--- config.mk ---
export PLATFORM = sky130hd
export DESIGN_NAME = serial_reg_front
export DESIGN_NICKNAME = d
export VERILOG_FILES = /design/src/rtl/ser_pkg.sv /design/src/rtl/ser_rx_queue.sv /design/src/rtl/ser_status.sv /design/src/rtl/serial_reg_front.sv
export SDC_FILE = /design/constraint.sdc
export NUM_CORES = 1
export LEC_CHECK = 0
export BUFFER_PORTS_ARGS = -buffer_cell sky130_fd_sc_hd__buf_2
export CAP_MARGIN = 0
export CELL_PAD_IN_SITES_DETAIL_PLACEMENT = 2
export CELL_PAD_IN_SITES_GLOBAL_PLACEMENT = 2
export CORE_MARGIN = 2
export CORE_UTILIZATION = 43
export CTS_CLUSTER_SIZE = 10
export DETAILED_ROUTE_END_ITERATION = 8
export HOLD_SLACK_MARGIN = 0.02
export PLACE_DENSITY = 0.87
export SYNTH_ARGS = -nofsm -noshare
export SYNTH_HDL_FRONTEND = slang
export SYNTH_SLANG_ARGS = --single-unit
--- constraint.sdc ---
create_clock -name clk -period 4.3 [get_ports clk]
set_input_delay 0.43 -clock clk [delete_from_list [all_inputs] [get_ports clk]]
set_output_delay 0.43 -clock clk [all_outputs]
set_load 0.005 [all_outputs]
--- src/rtl/ser_pkg.sv ---
package ser_pkg;

    localparam int OFF_MODE = 'h00;
    localparam int OFF_CTL  = 'h08;
    localparam int OFF_TXD  = 'h0C;
    localparam int OFF_STAT = 'h10;
    localparam int OFF_RXD  = 'h14;
    localparam int OFF_QCTL = 'h18;
    localparam int OFF_PORT = 'h20;

    localparam logic [7:0] MASK_CTL  = 8'hFA;
    localparam logic [7:0] MASK_MODE = 8'h7B;
    localparam logic [7:0] MASK_PORT = 8'hF3;

    typedef struct packed {
        logic tend;
        logic tde;
        logic brk;
        logic rdf;
        logic dr;
    } flags_t;

    function automatic int unsigned trig_level(input logic [1:0] code);
        unique case (code)
            2'b00:   return 1;
            2'b01:   return 4;
            2'b10:   return 8;
            default: return 14;
        endcase
    endfunction

    function automatic logic [7:0] flags_to_byte(input flags_t f);
        return {1'b0, f.tend, f.tde, f.brk, 2'b00, f.rdf, f.dr};
    endfunction

endpackage

--- src/rtl/ser_rx_queue.sv ---
module ser_rx_queue #(
    parameter int DEPTH = 16,
    parameter int DW    = 8,
    localparam int PW   = (DEPTH > 1) ? $clog2(DEPTH) : 1,
    localparam int CW   = $clog2(DEPTH + 1)
) (
    input  logic          clk,
    input  logic          rst_n,
    input  logic          push,
    input  logic [DW-1:0] push_data,
    input  logic          pop,
    input  logic          flush,
    output logic [DW-1:0] head_data,
    output logic [CW-1:0] count
);
    logic [DW-1:0] mem [DEPTH];
    logic [PW-1:0] wr_ptr, rd_ptr;

    function automatic logic [PW-1:0] step(input logic [PW-1:0] p);
        return (p == PW'(DEPTH - 1)) ? '0 : p + 1'b1;
    endfunction

    always_ff @(posedge clk) begin
        if (push) mem[wr_ptr] <= push_data;
    end

    always_ff @(posedge clk) begin
        if (!rst_n || flush) begin
            wr_ptr <= '0;
            rd_ptr <= '0;
            count  <= '0;
        end else begin
            if (push) wr_ptr <= step(wr_ptr);
            if (pop)  rd_ptr <= step(rd_ptr);
            count <= count + CW'(push) - CW'(pop);
        end
    end

    assign head_data = (count == '0) ? '0 : mem[rd_ptr];
endmodule

--- src/rtl/ser_status.sv ---
module ser_status
    import ser_pkg::*;
(
    input  logic       clk,
    input  logic       rst_n,
    input  logic       st_wr,
    input  logic       st_rd,
    input  logic       ctl_wr,
    input  logic       txd_wr,
    input  logic [7:0] wdata,
    input  logic       tx_en,
    input  logic       rie,
    input  logic       brk_in,
    input  logic       push_ev,
    input  logic       pop_ev,
    input  logic       level_ok,
    output flags_t     flags,
    output logic       rx_irq
);
    flags_t nxt;
    logic   irq_nxt;

    always_comb begin
        nxt     = flags;
        irq_nxt = rx_irq;
        if (pop_ev && !level_ok) nxt.rdf = 1'b0;
        if (push_ev && level_ok) begin
            nxt.rdf = 1'b1;
            if (rie) irq_nxt = 1'b1;
        end
        if (brk_in) nxt.brk = 1'b1;
        if (txd_wr) nxt.tde = 1'b0;
        if (ctl_wr && !wdata[5]) nxt.tend = 1'b1;
        if (ctl_wr && !wdata[6]) irq_nxt = 1'b0;
        if (st_rd && tx_en) begin
            nxt.tde  = 1'b1;
            nxt.tend = 1'b1;
        end
        if (st_wr) begin
            if (!wdata[6]) nxt.tend = 1'b0;
            if (!wdata[5]) nxt.tde  = 1'b0;
            if (!wdata[4]) nxt.brk  = 1'b0;
            if (!wdata[1]) nxt.rdf  = 1'b0;
            if (!wdata[0]) nxt.dr   = 1'b0;
            if (!wdata[1] || !wdata[0]) irq_nxt = 1'b0;
        end
    end

    always_ff @(posedge clk) begin
        if (!rst_n) begin
            flags  <= '{tend: 1'b1, tde: 1'b1, brk: 1'b0, rdf: 1'b0, dr: 1'b0};
            rx_irq <= 1'b0;
        end else begin
            flags  <= nxt;
            rx_irq <= irq_nxt;
        end
    end
endmodule

--- src/rtl/serial_reg_front.sv ---
module serial_reg_front
    import ser_pkg::*;
#(
    parameter int ADDR_W = 6,
    parameter int DEPTH  = 16,
    localparam int CNT_W = $clog2(DEPTH + 1)
) (
    input  logic              clk,
    input  logic              rst_n,
    input  logic [ADDR_W-1:0] bus_addr,
    input  logic              bus_wr,
    input  logic              bus_rd,
    input  logic [7:0]        bus_wdata,
    output logic [7:0]        bus_rdata,
    input  logic              rx_valid,
    input  logic [7:0]        rx_data,
    input  logic              brk_in,
    output logic              tx_valid,
    output logic [7:0]        tx_data,
    output logic              rx_irq,
    output logic              tx_irq
);
    logic [7:0]       mode_q, ctl_q, qctl_q, port_q;
    logic [7:0]       head_byte, status_q;
    logic [CNT_W-1:0] fifo_cnt, cnt_next;
    logic             wr_mode, wr_ctl, wr_txd, wr_stat, wr_qctl, wr_port;
    logic             rd_stat, rd_rxd;
    logic             push_ev, pop_ev, flush, level_ok;
    flags_t           flags;

    assign wr_mode = bus_wr && bus_addr == ADDR_W'(OFF_MODE);
    assign wr_ctl  = bus_wr && bus_addr == ADDR_W'(OFF_CTL);
    assign wr_txd  = bus_wr && bus_addr == ADDR_W'(OFF_TXD);
    assign wr_stat = bus_wr && bus_addr == ADDR_W'(OFF_STAT);
    assign wr_qctl = bus_wr && bus_addr == ADDR_W'(OFF_QCTL);
    assign wr_port = bus_wr && bus_addr == ADDR_W'(OFF_PORT);
    assign rd_stat = bus_rd && bus_addr == ADDR_W'(OFF_STAT);
    assign rd_rxd  = bus_rd && bus_addr == ADDR_W'(OFF_RXD);

    assign flush   = wr_qctl && bus_wdata[1];
    assign push_ev = rx_valid && ctl_q[4] && fifo_cnt < CNT_W'(DEPTH) && !flush;
    assign pop_ev  = rd_rxd && fifo_cnt != '0 && !flush;
    assign cnt_next = fifo_cnt + CNT_W'(push_ev) - CNT_W'(pop_ev);
    assign level_ok = cnt_next >= CNT_W'(trig_level(qctl_q[7:6]));

    ser_rx_queue #(.DEPTH(DEPTH), .DW(8)) u_queue (
        .clk       (clk),
        .rst_n     (rst_n),
        .push      (push_ev),
        .push_data (rx_data),
        .pop       (pop_ev),
        .flush     (flush),
        .head_data (head_byte),
        .count     (fifo_cnt)
    );

    ser_status u_status (
        .clk      (clk),
        .rst_n    (rst_n),
        .st_wr    (wr_stat),
        .st_rd    (rd_stat),
        .ctl_wr   (wr_ctl),
        .txd_wr   (wr_txd),
        .wdata    (bus_wdata),
        .tx_en    (ctl_q[5]),
        .rie      (ctl_q[6]),
        .brk_in   (brk_in),
        .push_ev  (push_ev),
        .pop_ev   (pop_ev),
        .level_ok (level_ok),
        .flags    (flags),
        .rx_irq   (rx_irq)
    );

    assign status_q = flags_to_byte(flags);

    always_ff @(posedge clk) begin
        if (!rst_n) begin
            mode_q   <= '0;
            ctl_q    <= 8'h20;
            qctl_q   <= '0;
            port_q   <= '0;
            tx_valid <= 1'b0;
            tx_data  <= '0;
        end else begin
            if (wr_mode) mode_q <= bus_wdata & MASK_MODE;
            if (wr_ctl)  ctl_q  <= bus_wdata & MASK_CTL;
            if (wr_qctl) qctl_q <= bus_wdata & 8'hFD;
            if (wr_port) port_q <= bus_wdata & MASK_PORT;
            tx_valid <= wr_txd;
            if (wr_txd) tx_data <= bus_wdata;
        end
    end

    assign tx_irq = ctl_q[7];

    always_comb begin
        bus_rdata = '0;
        if (bus_rd) begin
            unique case (int'(bus_addr))
                OFF_MODE: bus_rdata = mode_q;
                OFF_CTL:  bus_rdata = ctl_q;
                OFF_STAT: bus_rdata = status_q;
                OFF_RXD:  bus_rdata = head_byte;
                OFF_QCTL: bus_rdata = qctl_q;
                OFF_PORT: bus_rdata = port_q;
                default:  bus_rdata = '0;
            endcase
        end
    end
endmodule

==> impl_results.md <==
* CTS tree: built
* Peak supply drop at 0.385 mV
* Setup Fix Bufs, Post-CTS at 0
* Num ports at 47
* Psw at 0.000882 W
* Vias at 5,181
* ANT cells at 0
* Sw frac at 0.245
* Achievable Freq at 255 MHz
* Synthesized instance count at 595
* Max FO, Critical Path at 9
* Final cell count without fillers at 877
* Critical Path Sink Type: register
* EDFF count, synth at 128
* Starting Density at 0.440
* Top-count cell post-synth: edfxtp_1
* Hold crit path type: in -> reg
* DRC at 0
* Initial antenna violation count at 0
* Vias in the first global route at 5,900
* Ys Warns at 0
* Worst-path clk slew at 0.08 ns
* Largest net degree at the start of global routing at 42
* Proportion of netlist area held by the largest area contributor at 0.487
* Worst-Margin Slew at 1.27 ns
* Startpoint Class: register
* Critical Path Max Stage Delay at 0.53 ns
* Cts hold-fix bufs at 0
* Die height at 140 um
* CTS resizes at 0
* Post-DP HPWL at 15,600 um
* GR Util All Layers at 0.255
* Detailed Routing Iterations Pass 1 at 4
* Final worst path period share at 0.913
* Die Wd at 140 um
* Slowest stage cell on the critical path: fa_1
* Final count of negative-setup-slack endpoints at 0
* Top post-synthesis cells by area: edfxtp_1 49%, dfxtp_1 14%, mux4_2 4.6%
* Layout cell share with drive strength beyond 1 at 0.199
* Setup tns final at 0 ns
* Headroom to the max-slew limit at 0.150
* FFs w/ async S/R, synth at 0
* Avg WL per Cell at 27.0 um
* Area taken by multi-input logic gates at 2710 um2
* Area delta synth->final at 13.7%
* Family with the most delay on the worst path: adder cells
* Seq/Total Area, Yosys at 0.629
* Clock skew at 0.00912 ns
* Synth unique cells at 62
* Cell Area, Synth at 7900 um2
* Pleak at 2.96 nW
* Top Usage Layer GRT: met2
* CP cell instances: inv_1 -> ha_1 -> nor4b_1 -> or3_1 -> clkinv_8 -> ha_1 -> inv_1 -> ha_1 -> inv_1 -> fa_1 -> inv_1 -> ha_1 -> a2111oi_0 -> a21oi_1 -> o211ai_1 -> a21oi_1
* M3 GR Usage at 0.0588
* Worst skew pair latency at 0.45 ns
* Drt via density at 5.91
* Root buffer cell: clkbuf_16
* Sequential cell area at 4960 um2
* Row Count at 49
* First-pass GRT wire length at 36,700 um
* Utilization of the core after routing at 0.500
* Int Pwr at 0.00272 W
* CTS Buf Count at 17
* Critical path type: reg -> reg
* Yosys top cell by area: edfxtp_1
* Hold Violations, Final at 0
* Max Slew Vio Count at 0
* Met2 GRT Util at 0.453
* Routability cong. at 0.820
* Sequential power share at 0.525
* WP buf/inv at 5
* Avg Inst Size Synth at 13.3 um2
* Setup ws final at 0.375 ns
* Clock sink total at 184
* Drt total wl at 23,700 um
* Mapped Nets at 639
* Clk buf depth at 2
* Nets at 679
* Clock power frac at 0.454
* Status: complete, no violations
* Post-Place Worst Slack at 0.0325 ns
* Combinational share of power at 0.021
* WP data required at 4.59 ns
* Core area at 18,000 um2
* P per Cell Area at 402 nW/um2
* GR Layer Usage met1 at 0.308
* Max Cap Viol at 0
* WP data arrival at 4.21 ns
* Top cells by count, synth: 128 x edfxtp_1, 56 x dfxtp_1, 46 x nand2_1
* Number of fill cells at 1,672
* Die area at 19,500 um2
* Yosys reg bits at 184
* DRT antenna net count at 0
* Synth Flop Type: edfxtp_1
* Port Buffers at 46
* CTS H-tree depth at 4
* Tmin final at 3.92 ns
* Placed Cells at 845
* RSZ-0062 raised after global routing: no
* Grt total ovfl at 0
* 1st-iter DRT viols at 386
-- worst paths after layout --
| kind | startpoint | to | slack, ns | cells past startpoint |
|---|---|---|---|---|
| setup / recovery | u_queue.count[3]$_SDFF_PP0_ | u_status.rx_irq$_SDFF_PN0_ | 0.38 | 16 |
| setup reg to reg | u_queue.count[3]$_SDFF_PP0_ | u_status.rx_irq$_SDFF_PN0_ | 0.38 | 16 |
| hold reg to reg | mode_q[3]$_SDFFE_PN0P_ | mode_q[3]$_SDFFE_PN0P_ | 0.49 | 2 |
| hold / removal | brk_in | u_status.flags[2]$_SDFF_PN0_ | 0.28 | 2 |
-- cells by family (layout without fill, tap and decap cells) --
kind of cell	after synthesis	count (layout)	synth area share
adder cells (fa/ha/maj)	16	16	0.0263
flip-flops	184	184	0.629
AND/OR/NAND/NOR	178	178	0.118
AO/OA/AOI/OAI	101	101	0.0922
multiplexers	56	56	0.0978
buffers and inverters	54	107	0.0303
XOR/XNOR	6	6	0.00665
-- layout make-up --
| cell class | instances | area share |
|---|---|---|
| clock buffers | 17 | 0.0474 |
| clock inverters | 15 | 0.0230 |
| inverters | 19 | 0.00934 |
| multi-input cells | 357 | 0.302 |
| flip-flops and latches | 184 | 0.553 |
| well taps | 229 | 0.0319 |
| repair buffers | 56 | 0.0340 |
-- power groups by stage --
stage | clock network [W] | registers [W] | logic, W
after CTS | 0.00167 | 0.00189 | 0.0000763
after global routing | 0.00174 | 0.00189 | 0.0000842
after floorplan | 0 | 0.00193 | 0.0000305
after detailed placement | 0 | 0.00193 | 0.0000758
final | 0.00164 | 0.00189 | 0.0000764
after global placement | 0 | 0.00193 | 0.0000687
-- stage by stage --
stage / hold slack, ns / instance area, um2 / total power (W)
floorplan: 0.441 / 7900 / 0.00196
global placement: 0.452 / 8350 / 0.00200
detailed placement: 0.472 / 8350 / 0.00201
CTS: 0.271 / 8980 / 0.00364
global route: 0.277 / 8980 / 0.00371
finish: 0.285 / 8980 / 0.00361
-- registers in the layout, indices dropped and copies added, names as in the netlist, named ones only --
register         cells
tx_data              8
u_status.flags       4
port_q               6
mode_q               6
u_queue.mem        128
qctl_q               7
u_status.rx_irq      1
u_queue.rd_ptr       4
u_queue.wr_ptr       4
tx_valid             1
ctl_q                6
u_queue.count        5
-- placed cells by master, fill, tap and decap left out, types with 3 or more instances in the layout --
master	synthesis	routed
clkinv_8	1	6
o21ai_0	5	5
nor2b_1	30	30
clkbuf_16	0	17
a2111oi_0	6	6
nand3b_1	5	5
nand2b_1	9	9
inv_12	0	4
a21boi_0	19	19
nand3_1	24	24
a22oi_1	8	8
inv_6	0	3
mux2i_1	31	31
nor2_1	28	28
nand2_1	46	46
dfxtp_1	56	56
and4b_1	3	3
a31oi_1	3	3
a211oi_1	7	7
edfxtp_1	128	128
mux4_2	16	16
nand4_1	3	3
and3_1	4	4
nor3_1	10	7
o22ai_1	12	12
a21oi_1	17	17
mux2_2	9	9
inv_8	0	3
ha_1	15	15
buf_4	2	10
buf_2	7	46
xor2_1	4	4
nor3_2	2	5
inv_1	18	18
nor4_1	3	3
-- layer usage --
metal,share of wire,wire (um),up-vias
li1,-,-,2331
met1,0.41,9600,2685
met2,0.53,12400,128
met3,0.043,1030,37
met4,0.025,600,0
met5,0,0,-
-- worst register-to-register path: stages (launching register included) --
cell and delay, ns:
dfxtp_1 0.33, inv_1 0.08, ha_1 0.14, nor4b_1 0.32, or3_1 0.32, clkinv_8 0.13, ha_1 0.30, inv_1 0.07
ha_1 0.17, inv_1 0.07, fa_1 0.53, inv_1 0.06, ha_1 0.28, a2111oi_0 0.49, a21oi_1 0.14, o211ai_1 0.22
a21oi_1 0.12
(Power assumes the default switching activity.)
